### src/rtl/pmu_pkg.sv
package pmu_pkg;
  localparam int ADDR_W    = 8;
  localparam int DATA_W    = 32;
  localparam int CYC_BIT   = 31;
  localparam int TYPE_W    = 10;
  localparam int NFIELD_W  = 5;

  localparam logic [ADDR_W-1:0] A_CTRL       = 8'h00;
  localparam logic [ADDR_W-1:0] A_CNTEN_SET  = 8'h01;
  localparam logic [ADDR_W-1:0] A_CNTEN_CLR  = 8'h02;
  localparam logic [ADDR_W-1:0] A_INTEN_SET  = 8'h03;
  localparam logic [ADDR_W-1:0] A_INTEN_CLR  = 8'h04;
  localparam logic [ADDR_W-1:0] A_OVF_SET    = 8'h05;
  localparam logic [ADDR_W-1:0] A_OVF_CLR    = 8'h06;
  localparam logic [ADDR_W-1:0] A_SWINC      = 8'h07;
  localparam logic [ADDR_W-1:0] A_CYC_LO     = 8'h08;
  localparam logic [ADDR_W-1:0] A_CYC_HI     = 8'h09;
  localparam logic [ADDR_W-1:0] A_EVCNT_BASE = 8'h20;
  localparam logic [ADDR_W-1:0] A_TYPE_BASE  = 8'h40;

  localparam int CB_EN    = 0;
  localparam int CB_EVRST = 1;
  localparam int CB_CYRST = 2;
  localparam int CB_LONG  = 6;
  localparam int CB_N_LSB = 11;

  localparam logic [TYPE_W-1:0] SW_CODE = '0;
endpackage

### src/rtl/pmu_evcnt.sv
module pmu_evcnt #(
  parameter int W = 32
) (
  input  logic         clk,
  input  logic         rst_ni,
  input  logic         hw_inc,
  input  logic         sw_inc,
  input  logic         clr,
  input  logic         load,
  input  logic [W-1:0] load_val,
  output logic [W-1:0] cnt,
  output logic         wrap
);
  logic [W-1:0] cnt_q, cnt_d;
  logic [W:0]   sum;
  logic         ce;

  always_comb begin
    sum   = {1'b0, cnt_q} + (W+1)'(hw_inc) + (W+1)'(sw_inc);
    cnt_d = cnt_q;
    wrap  = 1'b0;
    if (load) begin
      cnt_d = load_val;
    end else if (clr) begin
      cnt_d = '0;
    end else begin
      cnt_d = sum[W-1:0];
      wrap  = sum[W];
    end
  end

  assign ce = load | clr | hw_inc | sw_inc;

  always_ff @(posedge clk or negedge rst_ni) begin
    if (!rst_ni)  cnt_q <= '0;
    else if (ce)  cnt_q <= cnt_d;
  end

  assign cnt = cnt_q;
endmodule

### src/rtl/pmu_cyccnt.sv
module pmu_cyccnt #(
  parameter int HW = 32
) (
  input  logic          clk,
  input  logic          rst_ni,
  input  logic          inc,
  input  logic          clr,
  input  logic          load_lo,
  input  logic          load_hi,
  input  logic [HW-1:0] load_val,
  input  logic          long_mode,
  output logic [2*HW-1:0] cnt,
  output logic          wrap
);
  localparam int FW = 2 * HW;

  logic [FW-1:0] cnt_q, cnt_d;
  logic          ce;

  always_comb begin
    cnt_d = cnt_q;
    wrap  = 1'b0;
    if (load_lo) begin
      cnt_d[HW-1:0] = load_val;
    end else if (load_hi) begin
      cnt_d[FW-1:HW] = load_val;
    end else if (clr) begin
      cnt_d = '0;
    end else if (inc) begin
      cnt_d = cnt_q + FW'(1);
      wrap  = long_mode ? (&cnt_q) : (&cnt_q[HW-1:0]);
    end
  end

  assign ce = load_lo | load_hi | clr | inc;

  always_ff @(posedge clk or negedge rst_ni) begin
    if (!rst_ni)  cnt_q <= '0;
    else if (ce)  cnt_q <= cnt_d;
  end

  assign cnt = cnt_q;
endmodule

### src/rtl/pmu_top.sv
module pmu_top
  import pmu_pkg::*;
#(
  parameter int NCNT = 4,
  parameter int NEVT = 8
) (
  input  logic              clk,
  input  logic              rst_n,
  input  logic              wr_en,
  input  logic [7:0]        wr_addr,
  input  logic [31:0]       wr_data,
  input  logic [7:0]        rd_addr,
  output logic [31:0]       rd_data,
  input  logic [NEVT-1:0]   evt_in,
  output logic              irq
);
  localparam int SEL_W = $clog2(NEVT);
  localparam logic [DATA_W-1:0] IMPL =
    (DATA_W'(1) << CYC_BIT) | ((DATA_W'(1) << NCNT) - DATA_W'(1));

  // reset release synchronizer
  logic [1:0] rst_sync_q;
  logic       rst_ni;
  always_ff @(posedge clk or negedge rst_n) begin
    if (!rst_n) rst_sync_q <= '0;
    else        rst_sync_q <= {rst_sync_q[0], 1'b1};
  end
  assign rst_ni = rst_sync_q[1];

  // write decode
  logic wr_ctrl, wr_cen_s, wr_cen_c, wr_ien_s, wr_ien_c, wr_ovf_s, wr_ovf_c, wr_swinc;
  assign wr_ctrl  = wr_en && (wr_addr == A_CTRL);
  assign wr_cen_s = wr_en && (wr_addr == A_CNTEN_SET);
  assign wr_cen_c = wr_en && (wr_addr == A_CNTEN_CLR);
  assign wr_ien_s = wr_en && (wr_addr == A_INTEN_SET);
  assign wr_ien_c = wr_en && (wr_addr == A_INTEN_CLR);
  assign wr_ovf_s = wr_en && (wr_addr == A_OVF_SET);
  assign wr_ovf_c = wr_en && (wr_addr == A_OVF_CLR);
  assign wr_swinc = wr_en && (wr_addr == A_SWINC);

  // control and bit-vector state
  logic                ctrl_en_q, ctrl_en_d;
  logic                long_q, long_d;
  logic [NFIELD_W-1:0] n_q, n_d;
  logic [DATA_W-1:0]   cnten_q, cnten_d, inten_q, inten_d, ovf_q, ovf_d;
  logic [DATA_W-1:0]   wrap_vec, valid_mask;
  logic                reg_ce;

  logic [DATA_W-1:0]   ev_cnt  [NCNT];
  logic [TYPE_W-1:0]   ev_type [NCNT];
  logic [NCNT-1:0]     ev_wrap;
  logic [2*DATA_W-1:0] cyc_cnt;
  logic                cyc_wrap;

  genvar gi;
  generate
    for (gi = 0; gi < NCNT; gi++) begin : g_ctr
      logic              cnt_on, hw_hit, sw_hit, wr_type, wr_cnt;
      logic [TYPE_W-1:0] type_q;

      assign wr_type = wr_en && (wr_addr == (A_TYPE_BASE + ADDR_W'(gi)));
      assign wr_cnt  = wr_en && (wr_addr == (A_EVCNT_BASE + ADDR_W'(gi)));
      assign cnt_on  = ctrl_en_q && cnten_q[gi];
      assign hw_hit  = cnt_on && (type_q < TYPE_W'(NEVT)) && evt_in[type_q[SEL_W-1:0]];
      assign sw_hit  = cnt_on && wr_swinc && wr_data[gi] && (type_q == SW_CODE);

      always_ff @(posedge clk or negedge rst_ni) begin
        if (!rst_ni)      type_q <= '0;
        else if (wr_type) type_q <= wr_data[TYPE_W-1:0];
      end
      assign ev_type[gi] = type_q;

      pmu_evcnt #(.W(DATA_W)) u_cnt (
        .clk      (clk),
        .rst_ni   (rst_ni),
        .hw_inc   (hw_hit),
        .sw_inc   (sw_hit),
        .clr      (wr_ctrl && wr_data[CB_EVRST]),
        .load     (wr_cnt),
        .load_val (wr_data),
        .cnt      (ev_cnt[gi]),
        .wrap     (ev_wrap[gi])
      );
    end
  endgenerate

  pmu_cyccnt #(.HW(DATA_W)) u_cyc (
    .clk       (clk),
    .rst_ni    (rst_ni),
    .inc       (ctrl_en_q && cnten_q[CYC_BIT]),
    .clr       (wr_ctrl && wr_data[CB_CYRST]),
    .load_lo   (wr_en && (wr_addr == A_CYC_LO)),
    .load_hi   (wr_en && (wr_addr == A_CYC_HI)),
    .load_val  (wr_data),
    .long_mode (long_q),
    .cnt       (cyc_cnt),
    .wrap      (cyc_wrap)
  );

  always_comb begin
    wrap_vec = '0;
    for (int i = 0; i < NCNT; i++) wrap_vec[i] = ev_wrap[i];
    wrap_vec[CYC_BIT] = cyc_wrap;
  end

  always_comb begin
    valid_mask = '0;
    for (int i = 0; i < CYC_BIT; i++) valid_mask[i] = (NFIELD_W'(i) < n_q);
    valid_mask[CYC_BIT] = 1'b1;
  end

  // next state
  always_comb begin
    ctrl_en_d = ctrl_en_q;
    long_d    = long_q;
    n_d       = n_q;
    if (wr_ctrl) begin
      ctrl_en_d = wr_data[CB_EN];
      long_d    = wr_data[CB_LONG];
      n_d       = wr_data[CB_N_LSB +: NFIELD_W];
    end
    cnten_d = cnten_q;
    if (wr_cen_s) cnten_d = cnten_d | (wr_data & IMPL);
    if (wr_cen_c) cnten_d = cnten_d & ~wr_data;
    inten_d = inten_q;
    if (wr_ien_s) inten_d = inten_d | (wr_data & IMPL);
    if (wr_ien_c) inten_d = inten_d & ~wr_data;
    ovf_d = ovf_q;
    if (wr_ovf_s) ovf_d = ovf_d | (wr_data & IMPL);
    if (wr_ovf_c) ovf_d = ovf_d & ~wr_data;
    ovf_d = ovf_d | wrap_vec;
  end

  assign reg_ce = wr_en | (|wrap_vec);

  always_ff @(posedge clk or negedge rst_ni) begin
    if (!rst_ni) begin
      ctrl_en_q <= 1'b0;
      long_q    <= 1'b0;
      n_q       <= NFIELD_W'(NCNT);
      cnten_q   <= '0;
      inten_q   <= '0;
      ovf_q     <= '0;
    end else if (reg_ce) begin
      ctrl_en_q <= ctrl_en_d;
      long_q    <= long_d;
      n_q       <= n_d;
      cnten_q   <= cnten_d;
      inten_q   <= inten_d;
      ovf_q     <= ovf_d;
    end
  end

  assign irq = ctrl_en_q && (|(ovf_q & cnten_q & inten_q & valid_mask));

  // read mux
  always_comb begin
    rd_data = '0;
    case (rd_addr)
      A_CTRL:      rd_data = {16'h0, n_q, 4'h0, long_q, 5'h0, ctrl_en_q};
      A_CNTEN_SET,
      A_CNTEN_CLR: rd_data = cnten_q;
      A_INTEN_SET,
      A_INTEN_CLR: rd_data = inten_q;
      A_OVF_SET,
      A_OVF_CLR:   rd_data = ovf_q;
      A_CYC_LO:    rd_data = cyc_cnt[DATA_W-1:0];
      A_CYC_HI:    rd_data = cyc_cnt[2*DATA_W-1:DATA_W];
      default: begin
        for (int i = 0; i < NCNT; i++) begin
          if (rd_addr == (A_EVCNT_BASE + ADDR_W'(i))) rd_data = ev_cnt[i];
          if (rd_addr == (A_TYPE_BASE + ADDR_W'(i)))  rd_data = DATA_W'(ev_type[i]);
        end
      end
    endcase
  end
endmodule

### config.mk
export PLATFORM = sky130hd
export DESIGN_NAME = pmu_top
export DESIGN_NICKNAME = d
export VERILOG_FILES = /design/src/rtl/pmu_pkg.sv /design/src/rtl/pmu_evcnt.sv /design/src/rtl/pmu_cyccnt.sv /design/src/rtl/pmu_top.sv
export SDC_FILE = /design/constraint.sdc
export NUM_CORES = 1
export LEC_CHECK = 0
export ABC_AREA = 1
export BUFFER_PORTS_ARGS = -buffer_cell sky130_fd_sc_hd__buf_4
export CAP_MARGIN = 20
export CORE_MARGIN = 5
export CORE_UTILIZATION = 30
export DETAILED_ROUTE_END_ITERATION = 8
export PLACE_DENSITY = 0.51
export REMOVE_ABC_BUFFERS = 1
export SYNTH_ARGS = -nofsm -noshare
export SYNTH_HDL_FRONTEND = slang
export SYNTH_SLANG_ARGS = --single-unit
export TNS_END_PERCENT = 1
### constraint.sdc
create_clock -name clk -period 10.2 [get_ports clk]
set_clock_uncertainty 0.05 [all_clocks]
set_input_delay 2.04 -clock clk [delete_from_list [all_inputs] [get_ports clk]]
set_output_delay 2.04 -clock clk [all_outputs]
set_load 0.05 [all_outputs]
==> flow_summary_export.csv, run 1 <==
group,metric,value,unit
cts,cts_hold_buf,0,
floorplan,floorplan.initialDensity,30.3,%
floorplan,core_area,0.0807,mm²
global_route,vias_in_the_first_global_route,25561,
synthesis,yosysTopAreaCellShare,34.4,%
cts,cts_tree,"yes",
floorplan,fp-row-count,104,
synthesis,ffs_latches_synth,337,
detailed_routing,route.vias.total,27576,
placed_design,gpl.final_weighted_congestion,0.965,
sta,slew_of_the_pin_with_the_lowest_slew_margin,1.20,ns
flow_run,drv_cap,0,
placed_design,io_buffer_count,91,
power,totalPowerFinal,3.92,mW
setup_path,r2r.worst_path.cells,15,
cts,ctsResizeCount,0,
worst_hold_path,hold_path.class,"reg -> reg",
finish,drive_above_1_share,6.42,%
cts,clockRootBuffer,"sky130_fd_sc_hd__clkbuf_16",
sta,post-route-min-period,7.34,ns
worst_hold_path,hold_path_depth,0,
setup_path,setup.worst_path.class,"in -> out",
synthesis,ys_async_sr_fraction,100,%
sta,final.period_utilization,72.0,%
synthesis,number_of_enable_flip_flop_cells_after_synthesis,0,
synthesis,syn_inst,3904,
global_route,global_route.usage.met1,38.6,%
synthesis,primary_ff_master_synth,"sky130_fd_sc_hd__dfrtp_1",
sta,max_freq,136,MHz
finish,nFillCells,9032,
detailed_routing,post_route_drc,0,
detailed_routing,post_drt_via_cell_ratio,5.50,
setup_path,critical_path_arrival,5.25,ns
sta,setup_total_negative_slack,0,ns
cts,post-cts-setup-buffers,0,
floorplan,design.portCount,92,
setup_path,critPathLaunchType,"primary input",
sta,final-setup-viol-count,0,
synthesis,yosys_warnings,0,
setup_path,critical_path.max_fanout,26,
global_route,first_pass_grt_wire_length,177,mm
detailed_routing,drtIter0Drc,3324,
status,outcome,"complete, no violations",
synthesis,synth_top_area_cell,"sky130_fd_sc_hd__dfrtp_1",
sta,report.final.hold_viol_count,0,
detailed_routing,drt-pass1-iter-count,6,
placed_design,dp_hpwl,93.5,mm
global_route,overflow,0,
detailed_routing,drt.antenna.violating_nets,0,
global_route,gr-max-usage-layer,"met2",
cts,htree_levels,2,
detailed_routing,wl_per_cell,24.7,µm
floorplan,floorplan.die_area,0.0874,mm²
floorplan,fp.dieH,296,µm
finish,final_net_count,3991,
sta,rsz0062_at_grt,"no",
cts,clockBufferDepth,3,
detailed_routing,drt-total-wl,124,mm
power,p_per_area,143,mW/mm²
cts,clk-insertion-delay-late,0.60,ns
cts,numClockSinks,337,
floorplan,die-width,296,µm
synthesis,synth_area_per_inst,6.27,µm²
setup_path,cp.required,8.11,ns
synthesis,yosysMostFrequentCell,"sky130_fd_sc_hd__nand2_1",
synthesis,synth_top_cells_by_area,"sky130_fd_sc_hd__dfrtp_1 34%, sky130_fd_sc_hd__nand2_1 18%, sky130_fd_sc_hd__nor2_1 8.5%, sky130_fd_sc_hd__inv_1 6.9%, sky130_fd_sc_hd__o21ai_0 5.0%",
global_route,grt_max_degree,70,
global_route,grt.met3_usage,5.58,%
power,vdd_ir_drop_max,0.111,mV
cts,path_clk_slew,0.06,ns
synthesis,post_synth_instance_area,0.0245,mm²
synthesis,synth_sequential_area_ratio,34.5,%
sta,slew_violations,0,
global_route,globalRouteMet2Util,42.1,%
sta,relSlewSlack,19.5,%
synthesis,synthDistinctLibCells,49,
global_route,gr-usage-all-layers,27.4,%
cts,cts_made_buffers,44,
synthesis,synthTopCellsByCount,"1154 x sky130_fd_sc_hd__nand2_1, 557 x sky130_fd_sc_hd__nor2_1, 452 x sky130_fd_sc_hd__inv_1",
global_route,grt_antenna_before_repair,10,
power,p_leak,12.8,nW
setup_path,timing.critical_path.to_type,"primary output",
finish,areaGrowthSynthToFinish,12.0,%
## area by class of cell
class	instances	area, µm²	share of cell area (%)
antenna	1	2.50	0.00913
tap	1060	1330	4.84
clock inverter	17	171	0.625
inverter	469	1760	6.42
multi-input combinational	2953	13600	49.5
timing repair buffer	118	893	3.26
sequential	337	8440	30.8
clock buffer	61	1260	4.58
## where the power goes
part           switching [mW]  internal (mW)  leakage, nW
Combinational           0.446          0.191         8.01
Sequential              0.218           1.46         4.05
Clock                   0.672          0.934        0.714
## registers in the layout, indices dropped and copies added (netlist names), 2 cells and up, named ones only
name	flops
inten_q	27
u_cyc.cnt	64
ovf_q	32
rst_sync_q	2
n_q	5
g_ctr.u_cnt.cnt	128
g_ctr.type_q	40
cnten_q	27
## kinds of logic (layout without fill, tap and decap cells)
kind of cell | after synthesis | after routing | share of synthesized area (%)
AO/OA/AOI/OAI | 650 | 650 | 14.6
adder cells (fa/ha/maj) | 9 | 9 | 0.583
other | 1 | 2 | 0.0153
flip-flops | 337 | 337 | 34.5
AND/OR/NAND/NOR | 2250 | 2250 | 38.7
XOR/XNOR | 43 | 43 | 1.54
buffers and inverters | 614 | 665 | 10.1
## cell usage in the layout (no fill, tap or decap), types with 11 or more instances in the layout
cell type                   instances
sky130_fd_sc_hd__o21ai_0          245
sky130_fd_sc_hd__nor2_1           556
sky130_fd_sc_hd__o21ai_1           17
sky130_fd_sc_hd__inv_1            452
sky130_fd_sc_hd__clkbuf_16         45
sky130_fd_sc_hd__o22ai_1           87
sky130_fd_sc_hd__nor3_1           124
sky130_fd_sc_hd__a21oi_1          217
sky130_fd_sc_hd__inv_2             14
sky130_fd_sc_hd__a31oi_1           15
sky130_fd_sc_hd__buf_4            116
sky130_fd_sc_hd__dfrtp_1          335
sky130_fd_sc_hd__a21oi_2           13
sky130_fd_sc_hd__nand2_1         1154
sky130_fd_sc_hd__clkinv_2          11
sky130_fd_sc_hd__a211oi_1          15
sky130_fd_sc_hd__xor2_1            35
sky130_fd_sc_hd__nand3_1          240
sky130_fd_sc_hd__o211ai_1          25
sky130_fd_sc_hd__nand4_1          119
## worst paths after layout
kind	from	to	slack, ns
max in group asynchronous	rst_sync_q[1]$_DFF_PN0_	g_ctr[3].type_q[0]$_DFFE_PN0P_	7.25
setup reg to reg	ctrl_en_q$_DFFE_PN0P_	g_ctr[3].u_cnt.cnt[28]$_DFFE_PN0P_	5.43
setup / recovery	rd_addr[4]	rd_data[25]	2.86
hold / removal	rst_sync_q[0]$_DFF_PN0_	rst_sync_q[1]$_DFF_PN0_	0.31
hold reg to reg	rst_sync_q[0]$_DFF_PN0_	rst_sync_q[1]$_DFF_PN0_	0.31
min in group asynchronous	rst_sync_q[1]$_DFF_PN0_	g_ctr[2].u_cnt.cnt[25]$_DFFE_PN0P_	0.40
## worst max-delay path, stage by stage
cell and delay (ns):
sky130_fd_sc_hd__buf_4 0.11, sky130_fd_sc_hd__inv_1 0.06, sky130_fd_sc_hd__nand2_1 0.05, sky130_fd_sc_hd__nor3_1 0.56
sky130_fd_sc_hd__nand2_1 0.75, sky130_fd_sc_hd__clkinv_1 0.69, sky130_fd_sc_hd__nor2_1 0.15, sky130_fd_sc_hd__a31oi_1 0.40
sky130_fd_sc_hd__nand4_1 0.19, sky130_fd_sc_hd__buf_4 0.24
## metal layers
| metal | vias up | share of wire, % |
|---|---|---|
| li1 | 12749 | - |
| met1 | 13252 | 43 |
| met2 | 1352 | 43 |
| met3 | 215 | 9.8 |
| met4 | 8 | 3.9 |
| met5 | - | 0.044 |
## per-stage QoR
stage / area (µm²) / hold slack, ns / cells / worst slack [ns] / utilization (%)
after floorplan: 23700 / 0.281 / 3759 / 0.0640 / -
after global placement: 26000 / 0.284 / 4935 / 2.85 / 32.2
after detailed placement: 26000 / 0.289 / 4935 / 2.93 / 32.2
after CTS: 27400 / 0.308 / 5013 / 2.91 / 33.9
after global routing: 27400 / 0.335 / 5015 / 2.77 / 34.0
final: 27400 / 0.308 / 5016 / 2.86 / 34.0
Note: power is estimated with default switching activity, not from simulation.
==> run 2: changes to the inputs <==
- clock period: 10.2 -> 6.62 ns (I/O delays scaled with it)
==> flow_summary_export.csv, run 2 (synthesis results as in run 1) <==
group,metric,value,unit
floorplan,design.portCount,92,
sta,final.period_utilization,82.0,%
detailed_routing,drtIter0Drc,3289,
cts,numClockSinks,337,
detailed_routing,wl_per_cell,24.0,µm
placed_design,dp_hpwl,91.1,mm
finish,mostFrequentLayoutCells,"1154 x sky130_fd_sc_hd__nand2_1, 556 x sky130_fd_sc_hd__nor2_1, 452 x sky130_fd_sc_hd__inv_1",
finish,drive_above_1_share,6.42,%
setup_path,cp.required,5.25,ns
setup_path,critical_path_arrival,4.06,ns
setup_path,critical_path.max_fanout,23,
finish,final-instance-count-excl-fill,5018,
placed_design,placedInstanceArea,0.0260,mm²
sta,relSlewSlack,20.5,%
power,p_per_area,223,mW/mm²
cts,htree_levels,2,
detailed_routing,drt-total-wl,120,mm
finish,number_of_flip_flops_in_the_largest_register,128,
setup_path,setup.worst_path.class,"in -> out",
cts,cts_tree,"yes",
finish,final_net_count,3991,
detailed_routing,post_drt_via_cell_ratio,5.47,
cts,post-cts-setup-buffers,0,
placed_design,place_ws,1.35,ns
sta,worst_slack,1.19,ns
cts,cts_hold_buf,0,
floorplan,die-width,296,µm
floorplan,fp.dieH,296,µm
finish,postLayoutCoreUtil,34.1,%
placed_design,io_buffer_count,91,
finish,fin_area,0.0275,mm²
placed_design,gpl.final_weighted_congestion,1.00,
finish,commonest_non_fill_non_tap_cell_in_the_layout,"sky130_fd_sc_hd__nand2_1",
cts,clk-insertion-delay-late,0.60,ns
cts,path_clk_slew,0.06,ns
flow_run,drv_cap,0,
sta,report.final.hold_viol_count,0,
status,outcome,"complete, no violations",
sta,rsz0062_at_grt,"no",
floorplan,floorplan.initialDensity,30.3,%
detailed_routing,post_route_drc,0,
global_route,gr-usage-all-layers,26.8,%
sta,max_freq,184,MHz
placed_design,post-place-cells,4937,
global_route,vias_in_the_first_global_route,25377,
power,vdd_ir_drop_max,0.164,mV
global_route,first_pass_grt_wire_length,174,mm
sta,final-setup-viol-count,0,
power,p_leak,12.8,nW
detailed_routing,route.vias.total,27451,
worst_hold_path,hold_path.class,"reg -> async",
global_route,grt_antenna_before_repair,10,
floorplan,core_area,0.0807,mm²
sta,setup_total_negative_slack,0,ns
cts,ctsResizeCount,0,
global_route,grt_max_degree,111,
finish,areaGrowthSynthToFinish,12.3,%
finish,nFillCells,9026,
floorplan,fp-row-count,104,
cts,clockBufferDepth,3,
setup_path,timing.critical_path.to_type,"primary output",
floorplan,floorplan.die_area,0.0874,mm²
cts,cts_made_buffers,44,
cts,clockRootBuffer,"sky130_fd_sc_hd__clkbuf_16",
global_route,overflow,0,
sta,slew_of_the_pin_with_the_lowest_slew_margin,1.18,ns
sta,slew_violations,0,
detailed_routing,drt.antenna.violating_nets,0,
detailed_routing,drt-pass1-iter-count,6,
sta,post-route-min-period,5.43,ns
setup_path,critPathLaunchType,"primary input",
run 2: cell count changes in the layout (fill, tap and decap cells not counted):
cell                         previous run  this run
sky130_fd_sc_hd__buf_8                  1         0
sky130_fd_sc_hd__clkbuf_1               9        11
sky130_fd_sc_hd__clkbuf_4               1         0
sky130_fd_sc_hd__buf_4                116       117
sky130_fd_sc_hd__bufinv_16              3         5
sky130_fd_sc_hd__buf_12                 0         1
sky130_fd_sc_hd__clkinvlp_4             0         2
sky130_fd_sc_hd__clkinv_2              11         7
run 2: where the power goes:
group	leakage [nW]	internal, mW	switching [mW]
clock	0.729	1.52	1.04
combinational	8.01	0.295	0.679
sequential	4.05	2.25	0.326
total	12.8	4.07	2.05
run 2: final timing paths:
check | cells after the start | start | slack, ns | endpoint
max in group asynchronous | 1 | rst_sync_q[1]$_DFF_PN0_ | 4.83 | inten_q[7]$_DFFE_PN0P_
hold reg to reg | 0 | rst_sync_q[1]$_DFF_PN0_ | 0.29 | g_ctr[2].u_cnt.cnt[29]$_DFFE_PN0P_
setup / recovery | 10 | rd_addr[7] | 1.19 | rd_data[31]
hold / removal | 0 | rst_sync_q[1]$_DFF_PN0_ | 0.29 | g_ctr[2].u_cnt.cnt[29]$_DFFE_PN0P_
min in group clk | 0 | rst_sync_q[0]$_DFF_PN0_ | 0.30 | rst_sync_q[1]$_DFF_PN0_
setup reg to reg | 15 | ctrl_en_q$_DFFE_PN0P_ | 2.18 | g_ctr[3].u_cnt.cnt[28]$_DFFE_PN0P_
run 2: per-stage QoR:
| step | total power [mW] | hold slack [ns] |
|---|---|---|
| final | 6.12 | 0.291 |
| after CTS | 6.12 | 0.303 |
| after detailed placement | 3.55 | 0.287 |
| after global placement | 3.56 | 0.283 |
| after global routing | 6.36 | 0.317 |
| after floorplan | 3.07 | 0.281 |
run 2: metal layers:
metal  track usage (%)  vias to the layer above  share of wire [%]
met1              37.8                    13185                 43
met3              5.11                      219                9.3
met4              9.19                        8                3.7
li1                  -                    12743                  -
met5                 0                        -              0.042
met2              41.3                     1296                 43
run 2: worst max-delay path, stage by stage:
cell and delay (ns):
sky130_fd_sc_hd__buf_4 0.08, sky130_fd_sc_hd__inv_1 0.06, sky130_fd_sc_hd__nand3_1 0.22, sky130_fd_sc_hd__inv_1 0.14, sky130_fd_sc_hd__nand3_1 0.09, sky130_fd_sc_hd__buf_4 0.33, sky130_fd_sc_hd__clkinv_1 0.47, sky130_fd_sc_hd__a211oi_1 0.77
sky130_fd_sc_hd__nand2_1 0.28, sky130_fd_sc_hd__buf_4 0.27
run 2: final cells by class:
cell class / instances / area [µm²] / area share [%]
Clock inverter: 17 / 226 / 0.824
Antenna cell: 1 / 2.50 / 0.00911
Sequential cell: 337 / 8440 / 30.7
Multi-Input combinational cell: 2953 / 13600 / 49.4
Inverter: 469 / 1760 / 6.41
Tap cell: 1060 / 1330 / 4.83
Clock buffer: 63 / 1260 / 4.60
Timing Repair Buffer: 118 / 898 / 3.27
